===== src/rtl/nvm_cmd_pkg.sv =====
package nvm_cmd_pkg;

   typedef enum logic [2:0] {
      ST_READ,
      ST_PGM_SETUP,
      ST_ERS_SETUP,
      ST_VERIFY,
      ST_IDENT
   } cmd_state_t;

   localparam logic [1:0] MODE_ARRAY  = 2'd0;
   localparam logic [1:0] MODE_VERIFY = 2'd1;
   localparam logic [1:0] MODE_IDENT  = 2'd2;

   localparam logic [7:0] CODE_PGM_SETUP = 8'h40;
   localparam logic [7:0] CODE_ERASE     = 8'h20;
   localparam logic [7:0] CODE_ERS_VFY   = 8'hA0;
   localparam logic [7:0] CODE_PGM_VFY   = 8'hC0;
   localparam logic [7:0] CODE_IDENT     = 8'h90;
   localparam logic [7:0] CODE_RESET     = 8'hFF;

endpackage


===== src/rtl/nvm_we_edge.sv =====
module nvm_we_edge (
   input  logic clk,
   input  logic rst_n,
   input  logic ce_n,
   input  logic we_n,
   output logic wr_start,
   output logic wr_end
);
   logic wr_act;
   logic wr_act_q;

   assign wr_act = ~ce_n & ~we_n;

   always_ff @(posedge clk or negedge rst_n) begin
      if (!rst_n) wr_act_q <= 1'b0;
      else        wr_act_q <= wr_act;
   end

   assign wr_start = wr_act & ~wr_act_q;
   assign wr_end   = ~wr_act & wr_act_q;
endmodule


===== src/rtl/nvm_pulse_timer.sv =====
module nvm_pulse_timer #(
   parameter int PGM_CYCLES   = 8,
   parameter int ERASE_CYCLES = 20
) (
   input  logic clk,
   input  logic rst_n,
   input  logic clr,
   input  logic ld_pgm,
   input  logic ld_erase,
   output logic busy
);
   localparam int MAX_CYC = (PGM_CYCLES > ERASE_CYCLES) ? PGM_CYCLES : ERASE_CYCLES;
   localparam int CNT_W   = $clog2(MAX_CYC + 1);
   localparam logic [CNT_W-1:0] PGM_LOAD = CNT_W'(PGM_CYCLES);
   localparam logic [CNT_W-1:0] ERS_LOAD = CNT_W'(ERASE_CYCLES);

   if (PGM_CYCLES < 1)   $error("PGM_CYCLES must be at least 1");
   if (ERASE_CYCLES < 1) $error("ERASE_CYCLES must be at least 1");

   logic [CNT_W-1:0] cnt;

   always_ff @(posedge clk or negedge rst_n) begin
      if (!rst_n)              cnt <= '0;
      else if (clr)            cnt <= '0;
      else if (ld_pgm)         cnt <= PGM_LOAD;
      else if (ld_erase)       cnt <= ERS_LOAD;
      else if (cnt != '0)      cnt <= cnt - 1'b1;
   end

   assign busy = (cnt != '0);
endmodule


===== src/rtl/nvm_cmd_fsm.sv =====
module nvm_cmd_fsm
   import nvm_cmd_pkg::*;
#(
   parameter int ADDR_W = 17,
   parameter int DATA_W = 8
) (
   input  logic              clk,
   input  logic              rst_n,
   input  logic              hv_ok,
   input  logic              wr_start,
   input  logic              wr_end,
   input  logic [ADDR_W-1:0] addr,
   input  logic [DATA_W-1:0] din,
   input  logic              busy,
   output logic [1:0]        out_mode,
   output logic              pgm_req,
   output logic              erase_req,
   output logic              vfy_req,
   output logic [ADDR_W-1:0] op_addr,
   output logic [DATA_W-1:0] op_data,
   output logic              tmr_clr,
   output logic              tmr_ld_pgm,
   output logic              tmr_ld_erase
);
   cmd_state_t        st, st_nxt;
   logic [ADDR_W-1:0] adr_cap;
   logic              pgm_nxt, ers_nxt, vfy_nxt;
   logic              take_addr, take_data;

   always_comb begin
      st_nxt       = st;
      pgm_nxt      = 1'b0;
      ers_nxt      = 1'b0;
      vfy_nxt      = 1'b0;
      take_addr    = 1'b0;
      take_data    = 1'b0;
      tmr_clr      = 1'b0;
      tmr_ld_pgm   = 1'b0;
      tmr_ld_erase = 1'b0;
      if (!hv_ok) begin
         st_nxt  = ST_READ;
         tmr_clr = 1'b1;
      end else if (wr_end) begin
         if (busy) begin
            if (din == CODE_RESET) begin
               st_nxt  = ST_READ;
               tmr_clr = 1'b1;
            end
         end else begin
            unique case (st)
               ST_PGM_SETUP: begin
                  pgm_nxt    = 1'b1;
                  tmr_ld_pgm = 1'b1;
                  take_addr  = 1'b1;
                  take_data  = 1'b1;
                  st_nxt     = ST_READ;
               end
               ST_ERS_SETUP: begin
                  if (din == CODE_ERASE) begin
                     ers_nxt      = 1'b1;
                     tmr_ld_erase = 1'b1;
                  end
                  st_nxt = ST_READ;
               end
               default: begin
                  unique case (din)
                     CODE_RESET:     st_nxt = ST_READ;
                     CODE_PGM_SETUP: st_nxt = ST_PGM_SETUP;
                     CODE_ERASE:     st_nxt = ST_ERS_SETUP;
                     CODE_IDENT:     st_nxt = ST_IDENT;
                     CODE_ERS_VFY, CODE_PGM_VFY: begin
                        vfy_nxt   = 1'b1;
                        take_addr = 1'b1;
                        st_nxt    = ST_VERIFY;
                     end
                     default:        st_nxt = st;
                  endcase
               end
            endcase
         end
      end
   end

   always_ff @(posedge clk or negedge rst_n) begin
      if (!rst_n) begin
         st        <= ST_READ;
         pgm_req   <= 1'b0;
         erase_req <= 1'b0;
         vfy_req   <= 1'b0;
         adr_cap   <= '0;
         op_addr   <= '0;
         op_data   <= '1;
      end else begin
         st        <= st_nxt;
         pgm_req   <= pgm_nxt;
         erase_req <= ers_nxt;
         vfy_req   <= vfy_nxt;
         if (hv_ok && wr_start && !busy) adr_cap <= addr;
         if (take_addr) op_addr <= adr_cap;
         if (take_data) op_data <= din;
      end
   end

   always_comb begin
      unique case (st)
         ST_VERIFY: out_mode = MODE_VERIFY;
         ST_IDENT:  out_mode = MODE_IDENT;
         default:   out_mode = MODE_ARRAY;
      endcase
   end
endmodule


===== src/rtl/nvm_cmd_if.sv =====
module nvm_cmd_if
   import nvm_cmd_pkg::*;
#(
   parameter int          ADDR_W       = 17,
   parameter int          DATA_W       = 8,
   parameter int          PGM_CYCLES   = 8,
   parameter int          ERASE_CYCLES = 20,
   parameter bit          REG_DOUT     = 1'b0,
   parameter logic [7:0]  MFR_ID       = 8'h5E,
   parameter logic [7:0]  DEV_ID       = 8'hA7
) (
   input  logic              clk,
   input  logic              rst_n,
   input  logic              ce_n,
   input  logic              oe_n,
   input  logic              we_n,
   input  logic              hv_ok,
   input  logic [ADDR_W-1:0] addr,
   input  logic [DATA_W-1:0] din,
   input  logic [DATA_W-1:0] arr_rdata,
   output logic [ADDR_W-1:0] arr_addr,
   output logic [DATA_W-1:0] dout,
   output logic              dout_en,
   output logic [1:0]        out_mode,
   output logic              busy,
   output logic              pgm_req,
   output logic              erase_req,
   output logic              vfy_req,
   output logic [ADDR_W-1:0] op_addr,
   output logic [DATA_W-1:0] op_data
);
   if (DATA_W != 8) $error("command codes need DATA_W == 8");
   if (ADDR_W < 1)  $error("ADDR_W must be positive");

   logic wr_start, wr_end;
   logic tmr_clr, tmr_ld_pgm, tmr_ld_erase;
   logic [DATA_W-1:0] dout_c;
   logic              den_c;

   nvm_we_edge u_edge (
      .clk      (clk),
      .rst_n    (rst_n),
      .ce_n     (ce_n),
      .we_n     (we_n),
      .wr_start (wr_start),
      .wr_end   (wr_end)
   );

   nvm_cmd_fsm #(.ADDR_W(ADDR_W), .DATA_W(DATA_W)) u_fsm (
      .clk          (clk),
      .rst_n        (rst_n),
      .hv_ok        (hv_ok),
      .wr_start     (wr_start),
      .wr_end       (wr_end),
      .addr         (addr),
      .din          (din),
      .busy         (busy),
      .out_mode     (out_mode),
      .pgm_req      (pgm_req),
      .erase_req    (erase_req),
      .vfy_req      (vfy_req),
      .op_addr      (op_addr),
      .op_data      (op_data),
      .tmr_clr      (tmr_clr),
      .tmr_ld_pgm   (tmr_ld_pgm),
      .tmr_ld_erase (tmr_ld_erase)
   );

   nvm_pulse_timer #(.PGM_CYCLES(PGM_CYCLES), .ERASE_CYCLES(ERASE_CYCLES)) u_tmr (
      .clk      (clk),
      .rst_n    (rst_n),
      .clr      (tmr_clr),
      .ld_pgm   (tmr_ld_pgm),
      .ld_erase (tmr_ld_erase),
      .busy     (busy)
   );

   assign arr_addr = (out_mode == MODE_VERIFY) ? op_addr : addr;
   assign den_c    = ~ce_n & ~oe_n & we_n;
   assign dout_c   = (out_mode == MODE_IDENT) ? (addr[0] ? DEV_ID : MFR_ID) : arr_rdata;

   if (REG_DOUT) begin : g_dout_reg
      always_ff @(posedge clk or negedge rst_n) begin
         if (!rst_n) begin
            dout    <= '1;
            dout_en <= 1'b0;
         end else begin
            dout    <= dout_c;
            dout_en <= den_c;
         end
      end
   end else begin : g_dout_comb
      assign dout    = dout_c;
      assign dout_en = den_c;
   end
endmodule


===== config.mk =====
export PLATFORM = sky130hd
export DESIGN_NAME = nvm_cmd_if
export DESIGN_NICKNAME = d
export VERILOG_FILES = /design/src/rtl/nvm_cmd_pkg.sv /design/src/rtl/nvm_we_edge.sv /design/src/rtl/nvm_pulse_timer.sv /design/src/rtl/nvm_cmd_fsm.sv /design/src/rtl/nvm_cmd_if.sv
export SDC_FILE = /design/constraint.sdc
export NUM_CORES = 1
export LEC_CHECK = 0
export BUFFER_PORTS_ARGS = -buffer_cell sky130_fd_sc_hd__buf_2
export CAP_MARGIN = 20
export CORE_MARGIN = 1.5
export CORE_UTILIZATION = 40
export DETAILED_ROUTE_END_ITERATION = 10
export PLACE_DENSITY = 0.67
export SYNTH_ARGS = -nofsm -noshare
export SYNTH_HDL_FRONTEND = slang
export SYNTH_SLANG_ARGS = --single-unit

===== constraint.sdc =====
create_clock -name clk -period 7.5 [get_ports clk]
set_clock_uncertainty 0.2 [all_clocks]
set_input_delay 0 -clock clk [delete_from_list [all_inputs] [get_ports clk]]
set_output_delay 0 -clock clk [all_outputs]
set_load 0.05 [all_outputs]

Word level (Yosys, flattened, before mapping)
Cells that the tools add are included.
{"block": "word_totals", "regBits": 54, "out_inout_bits": 57, "wordCells": 79, "inputBits": 39}
{"block": "classes", "mux": 36, "eq_ne": 15, "reduce_logical": 8, "bitwise_logic": 10, "addsub": 1}
{"operator": "8-bit == test, second input constant", "n": 4}
{"operator": "1-bit 2-to-1 mux", "n": 21}
{"operator": "5-bit 2-to-1 mux", "n": 4}
{"operator": "17-bit 2-to-1 mux", "n": 1}
{"operator": "8-bit 2-to-1 mux", "n": 2}
{"operator": "3-bit 2-to-1 mux", "n": 5}
{"operator": "3-bit case mux with 5 select lines", "n": 1}
{"operator": "8-bit by 6-bit == test with 1-bit output, second input constant", "n": 1}
{"operator": "8-bit by 7-bit == test with 1-bit output, second input constant", "n": 1}
{"operator": "7-bit by 2-bit != test with 1-bit output, second input constant", "n": 1}
{"operator": "3-bit by 2-bit == test with 1-bit output, second input constant", "n": 2}
{"operator": "1-bit AND", "n": 5}
{"operator": "1-bit inverter", "n": 5}
{"operator": "5-bit nonzero test", "n": 1}
{"operator": "5-bit by 1-bit subtractor with 5-bit output, second input constant", "n": 1}
{"operator": "2-bit case mux with 2 select lines", "n": 1}
{"operator": "4-bit nonzero test", "n": 1}
{"operator": "2-bit OR reduction", "n": 2}
{"operator": "3-bit by 1-bit == test with 1-bit output, second input constant", "n": 1}
{"operator": "3-bit == test, second input constant", "n": 1}
{"operator": "3-bit != test, second input constant", "n": 1}
{"operator": "3-bit AND reduction", "n": 1}
{"operator": "2-bit by 1-bit == test with 1-bit output, second input constant", "n": 1}
{"operator": "2-bit == test, second input constant", "n": 1}
{"operator": "4 further kinds", "n": 5}

Logic depth before layout (Yosys ltp)
{"block": "logic_depth", "depth_word": 9, "depth_mapped": 9, "mapped_depth_nobuf": 8}

Cells and area by module
A second synthesis with hierarchy kept.
{"block": "unflattened", "cells_unflattened": 215, "area_unflattened_um2": 2825.2}
{"module": "nvm_cmd_fsm", "area_each_um2": 2153.3, "instances": 1, "seq_area_each_um2": 1211.2, "cells_each": 152}
{"module": "nvm_cmd_if", "area_each_um2": 361.6, "instances": 1, "seq_area_each_um2": 0.0, "cells_each": 32}
{"module": "nvm_pulse_timer", "area_each_um2": 264.0, "instances": 1, "seq_area_each_um2": 125.1, "cells_each": 27}
{"module": "nvm_we_edge", "area_each_um2": 46.3, "instances": 1, "seq_area_each_um2": 25.0, "cells_each": 4}

Worst setup path before layout
Ideal clock, no wire load.
{"block": "synth_path", "path_kind": "register -> register", "start": "register u_tmr.cnt[0]", "end": "register u_fsm.op_addr[10]", "setup_ps": 125, "arrival_ps": 2296, "path_slack_ps": 4879, "n_path_buf": 2, "t_required_ps": 7175, "path_stages_with_launch": 10, "period_less_slack_ps": 2621, "path_cell_list": "dfrtp_1 > inv_1 > ha_1 > nor4b_4 > inv_2 > or3_4 > a221o_1 > buf_6 > buf_12 > mux2_4"}
{"block": "synth_via", "elab_chain_cells": 4}
{"element": "from (decl)", "line_no": "nvm_pulse_timer.sv:20", "text": "logic [CNT_W-1:0] cnt;"}
{"element": "from (signal assigned)", "line_no": "nvm_pulse_timer.sv:27", "text": "else if (cnt != '0) cnt <= cnt - 1'b1;"}
{"element": "5-bit nonzero test", "line_no": "nvm_pulse_timer.sv:30", "text": "assign busy = (cnt != '0);"}
{"element": "named net busy", "line_no": "nvm_cmd_if.sv:25", "text": "output logic busy,"}
{"element": "1-bit 2-to-1 mux", "line_no": "nvm_cmd_fsm.sv:44", "text": "if (busy) begin"}
{"element": "1-bit 2-to-1 mux", "line_no": "nvm_cmd_fsm.sv:43", "text": "end else if (wr_end) begin"}
{"element": "1-bit 2-to-1 mux", "line_no": "nvm_cmd_fsm.sv:40", "text": "if (!hv_ok) begin"}
{"element": "to (signal assigned)", "line_no": "nvm_cmd_fsm.sv:99", "text": "if (take_addr) op_addr <= adr_cap;"}
{"element": "to (decl)", "line_no": "nvm_cmd_fsm.sv:19", "text": "output logic [ADDR_W-1:0] op_addr,"}
The timed path passes the listed nets, and every way through them passes these cells.
A chain may end at the register's enable or synchronous reset.

Final worst setup path
{"block": "layout_path", "start": "register u_tmr.cnt[0]", "end": "register u_fsm.adr_cap[4]"}
{"block": "layout_via", "elab_chain_cells": 3}
{"element": "5-bit nonzero test", "line_no": "nvm_pulse_timer.sv:30"}
{"element": "1-bit logical NOT", "line_no": "nvm_cmd_fsm.sv:98", "text": "if (hv_ok && wr_start && !busy) adr_cap <= addr;"}
{"element": "1-bit logical AND", "line_no": "nvm_cmd_fsm.sv:98"}
{"element": "to (signal assigned)", "line_no": "nvm_cmd_fsm.sv:98"}
{"element": "to (decl)", "line_no": "nvm_cmd_fsm.sv:26", "text": "logic [ADDR_W-1:0] adr_cap;"}
No other way between the ends.

==> run_results.csv <==
group,metric,value,unit
layout,stdcell_area,3550,µm²
global_routing,grt_antenna_before_repair,0,
yosys,ys.flop_type,"dfrtp_1",
worst_setup_path,cp-start-kind,"flip-flop",
clock_network,clock-sinks,54,
power,power.leakage,1.83,nW
global_routing,met3_usage,3.05,%
global_routing,grt_pass1_vias,2033,
global_routing,grt_pass1_wl,9800,µm
placement,dpl.hpwl,3880,µm
global_routing,grt-busiest-layer,"met2",
clock_network,clock_path_buffers,2,
power,total_power,0.000746,W
placement,place_congestion,0.825,
clock_network,cts-root-buf,"clkbuf_8",
yosys,ys_top_cells_by_area,"dfrtp_1 44%, mux2_2 21%, dfstp_2 8.0%",
yosys,synth_cells,208,
clock_network,clk_pin_slew,0.09,ns
worst_setup_path,path_class,"flip-flop to flip-flop",
timing,fmax,345,MHz
timing,relSlewSlack,32.2,%
timing,min_period,2.90,ns
worst_setup_path,path_max_fanout,17,
yosys,netlist.area_leader.share,43.6,%
timing,maxSlewViolCount,0,
floorplan,pin_count,96,
timing,fin_ws,4.60,ns
yosys,ys_seq_area_share,51.5,%
worst_setup_path,cp.arrival,2.88,ns
layout,diodes,0,
global_routing,grtUsageMet1,23.0,%
layout,drive_gt1_share,53.0,%
min_path,min-delay-path-class,"input pin to primary output",
yosys,ys_types,42,
yosys,avgSynthCellArea,12.7,µm²
global_routing,gr-usage-met2,28.1,%
timing,period_share,38.6,%
floorplan,die_h,84.3,µm
drt,dr.pass1.iters,4,
yosys,synth_edf_count,0,
run_status,status,"complete, no violations",
yosys,ys_ff_latch,54,
yosys,async_reset_ff_share,100,%
floorplan,die_area,7100,µm²
placement,place_inst,372,
drt,wl_per_cell,13.9,µm
power,ir_drop,0.135,mV
placement,port_buffers,95,
worst_setup_path,worstPathRequired,7.48,ns
global_routing,grt_overflow_total,0,
clock_network,cts_made_buffers,5,
timing,rsz0062_at_grt,"no",
yosys,mappedNetlistNets,248,
clock_network,cts_max_level,2,
flow_run,drv_cap,0,
drt,vias,2055,
floorplan,die_w,84.3,µm
drt,ant_nets,0,
drt,drc,0,
yosys,syn_area,2640,µm²
floorplan,core,6350,µm²
layout,final_cells,411,
placement,place_ws,4.59,ns
floorplan,start_util,41.6,%
timing,hold_viol_final,0,
yosys,yosys.area.top_type,"dfrtp_1",
layout,area.growth.synth_to_final,34.6,%
drt,routed_wirelength,5710,µm
layout,nets,373,
timing,worst_pin_slew,1.02,ns
yosys,ys_warn_count,0,
power,p_per_area,210,nW/µm²
global_routing,grt_max_degree,55,
timing,finalSetupViolCount,0,
drt,viasPerCell,5.00,
drt,drt_first_iter_violations,56,
timing,setup_tns,0,ns
clock_network,cts_tree,"done",
worst_setup_path,endpoint_kind,"flip-flop",
global_routing,grt_usage,16.9,%
floorplan,fp-row-count,29,
clock_network,insertion_delay,0.30,ns
placement,place_area,3160,µm²
timing repair:
item                                   CTS  global route
buffers inserted                         0             0
endpoints found under the hold margin   79             0
gates resized for setup                  0             0
hold buffers                            31             0
synthesized netlist by cell type, types with 3 or more instances:
library cell / count
mux2_4: 10
nand2b_1: 4
inv_1: 5
a21oi_1: 5
nor3_1: 8
dfstp_2: 8
o21ai_0: 4
buf_2: 3
nand2_1: 12
mux2_2: 49
nand3b_1: 3
a21o_1: 6
clkbuf_1: 4
dfrtp_1: 46
nor2_1: 11
routing by layer:
layer  part of all wire [%]  vias to the layer above
met1                     46                      994
met5                      0                        -
li1                       -                      986
met3                    5.0                        4
met4                   0.95                        0
met2                     48                       71
path summary, 6_finish.rpt:
| kind | from | to | slack [ns] | cells after the start |
|---|---|---|---|---|
| worst min register to register | u_fsm.adr_cap[12] | u_fsm.op_addr[12] | 0.31 | 1 |
| worst max register to register | u_tmr.cnt[0] | u_fsm.adr_cap[4] | 4.60 | 7 |
| max in group asynchronous | rst_n | u_fsm.vfy_req | 6.49 | 3 |
| min in group asynchronous | rst_n | u_fsm.pgm_req | 0.14 | 3 |
| worst max-delay path | u_tmr.cnt[0] | u_fsm.adr_cap[4] | 4.60 | 7 |
| worst min-delay path | oe_n | dout_en | 0.11 | 3 |
state kept, by name (all words and copies together), names as in the netlist:
name,count
u_fsm.op_addr,17
u_fsm.vfy_req,1
u_fsm.adr_cap,17
u_fsm.pgm_req,1
u_edge.wr_act_q,1
u_fsm.op_data,8
u_tmr.cnt,5
u_fsm.erase_req,1
u_fsm.st,3
metrics by stage:
| stage | hold WS (ns) | util (%) |
|---|---|---|
| final | 0.109 | 56.0 |
| after global routing | 0.110 | 56.0 |
| after CTS | 0.108 | 56.0 |
| after detailed placement | -0.0315 | 49.8 |
| after global placement | -0.0377 | 49.8 |
| after floorplan | -0.496 | - |
cells in the final DEF (no fill, tap or decap), types with 2 or more instances in the layout:
master and count:
buf_2 95, mux2_2 49, dfrtp_1 46, dlygate4sd3_1 31
nand2_1 12, nor2_1 11, mux2_4 10, nor3_1 8
dfstp_2 8, a21o_1 6, inv_1 5, a21oi_1 5
clkbuf_8 5, o21ai_0 4, nand2b_1 4, nand3b_1 3
nor2b_1 2, xnor2_1 2, nand4_1 2
logic make-up (layout without fill, tap and decap cells):
kind of cell / after synthesis / in the layout / share of synthesized area, %
multiplexers: 59 / 59 / 26.6
buffers and inverters: 15 / 141 / 3.17
XOR/XNOR: 3 / 3 / 0.995
flip-flops: 54 / 54 / 51.5
AND/OR/NAND/NOR: 54 / 54 / 11.7
AO/OA/AOI/OAI: 22 / 22 / 5.59
adder cells (fa/ha/maj): 1 / 1 / 0.474
worst max-delay path, cell delays in order (launching register included):
cell	delay, ns
dfrtp_1	0.42
inv_1	0.07
ha_1	0.20
nor4b_4	0.28
inv_2	0.09
nor2_1	0.30
nand3b_1	0.69
mux2_2	0.53
power breakdown:
group	leakage, nW	switching (W)	internal, W
clock network	0.0416	0.0000900	0.0000641
logic	1.10	0.000114	0.000101
registers	0.690	0.0000316	0.000346
cell type report:
class,count,area (µm²)
clock buffer,5,68.8
timing repair buffer,127,793
inverter,6,22.5
sequential,54,1360
clock inverter,3,16.3
tap,77,96.3
fill,555,2800
multi-input combinational,139,1200
No activity file was read; power rests on OpenSTA's default activity.
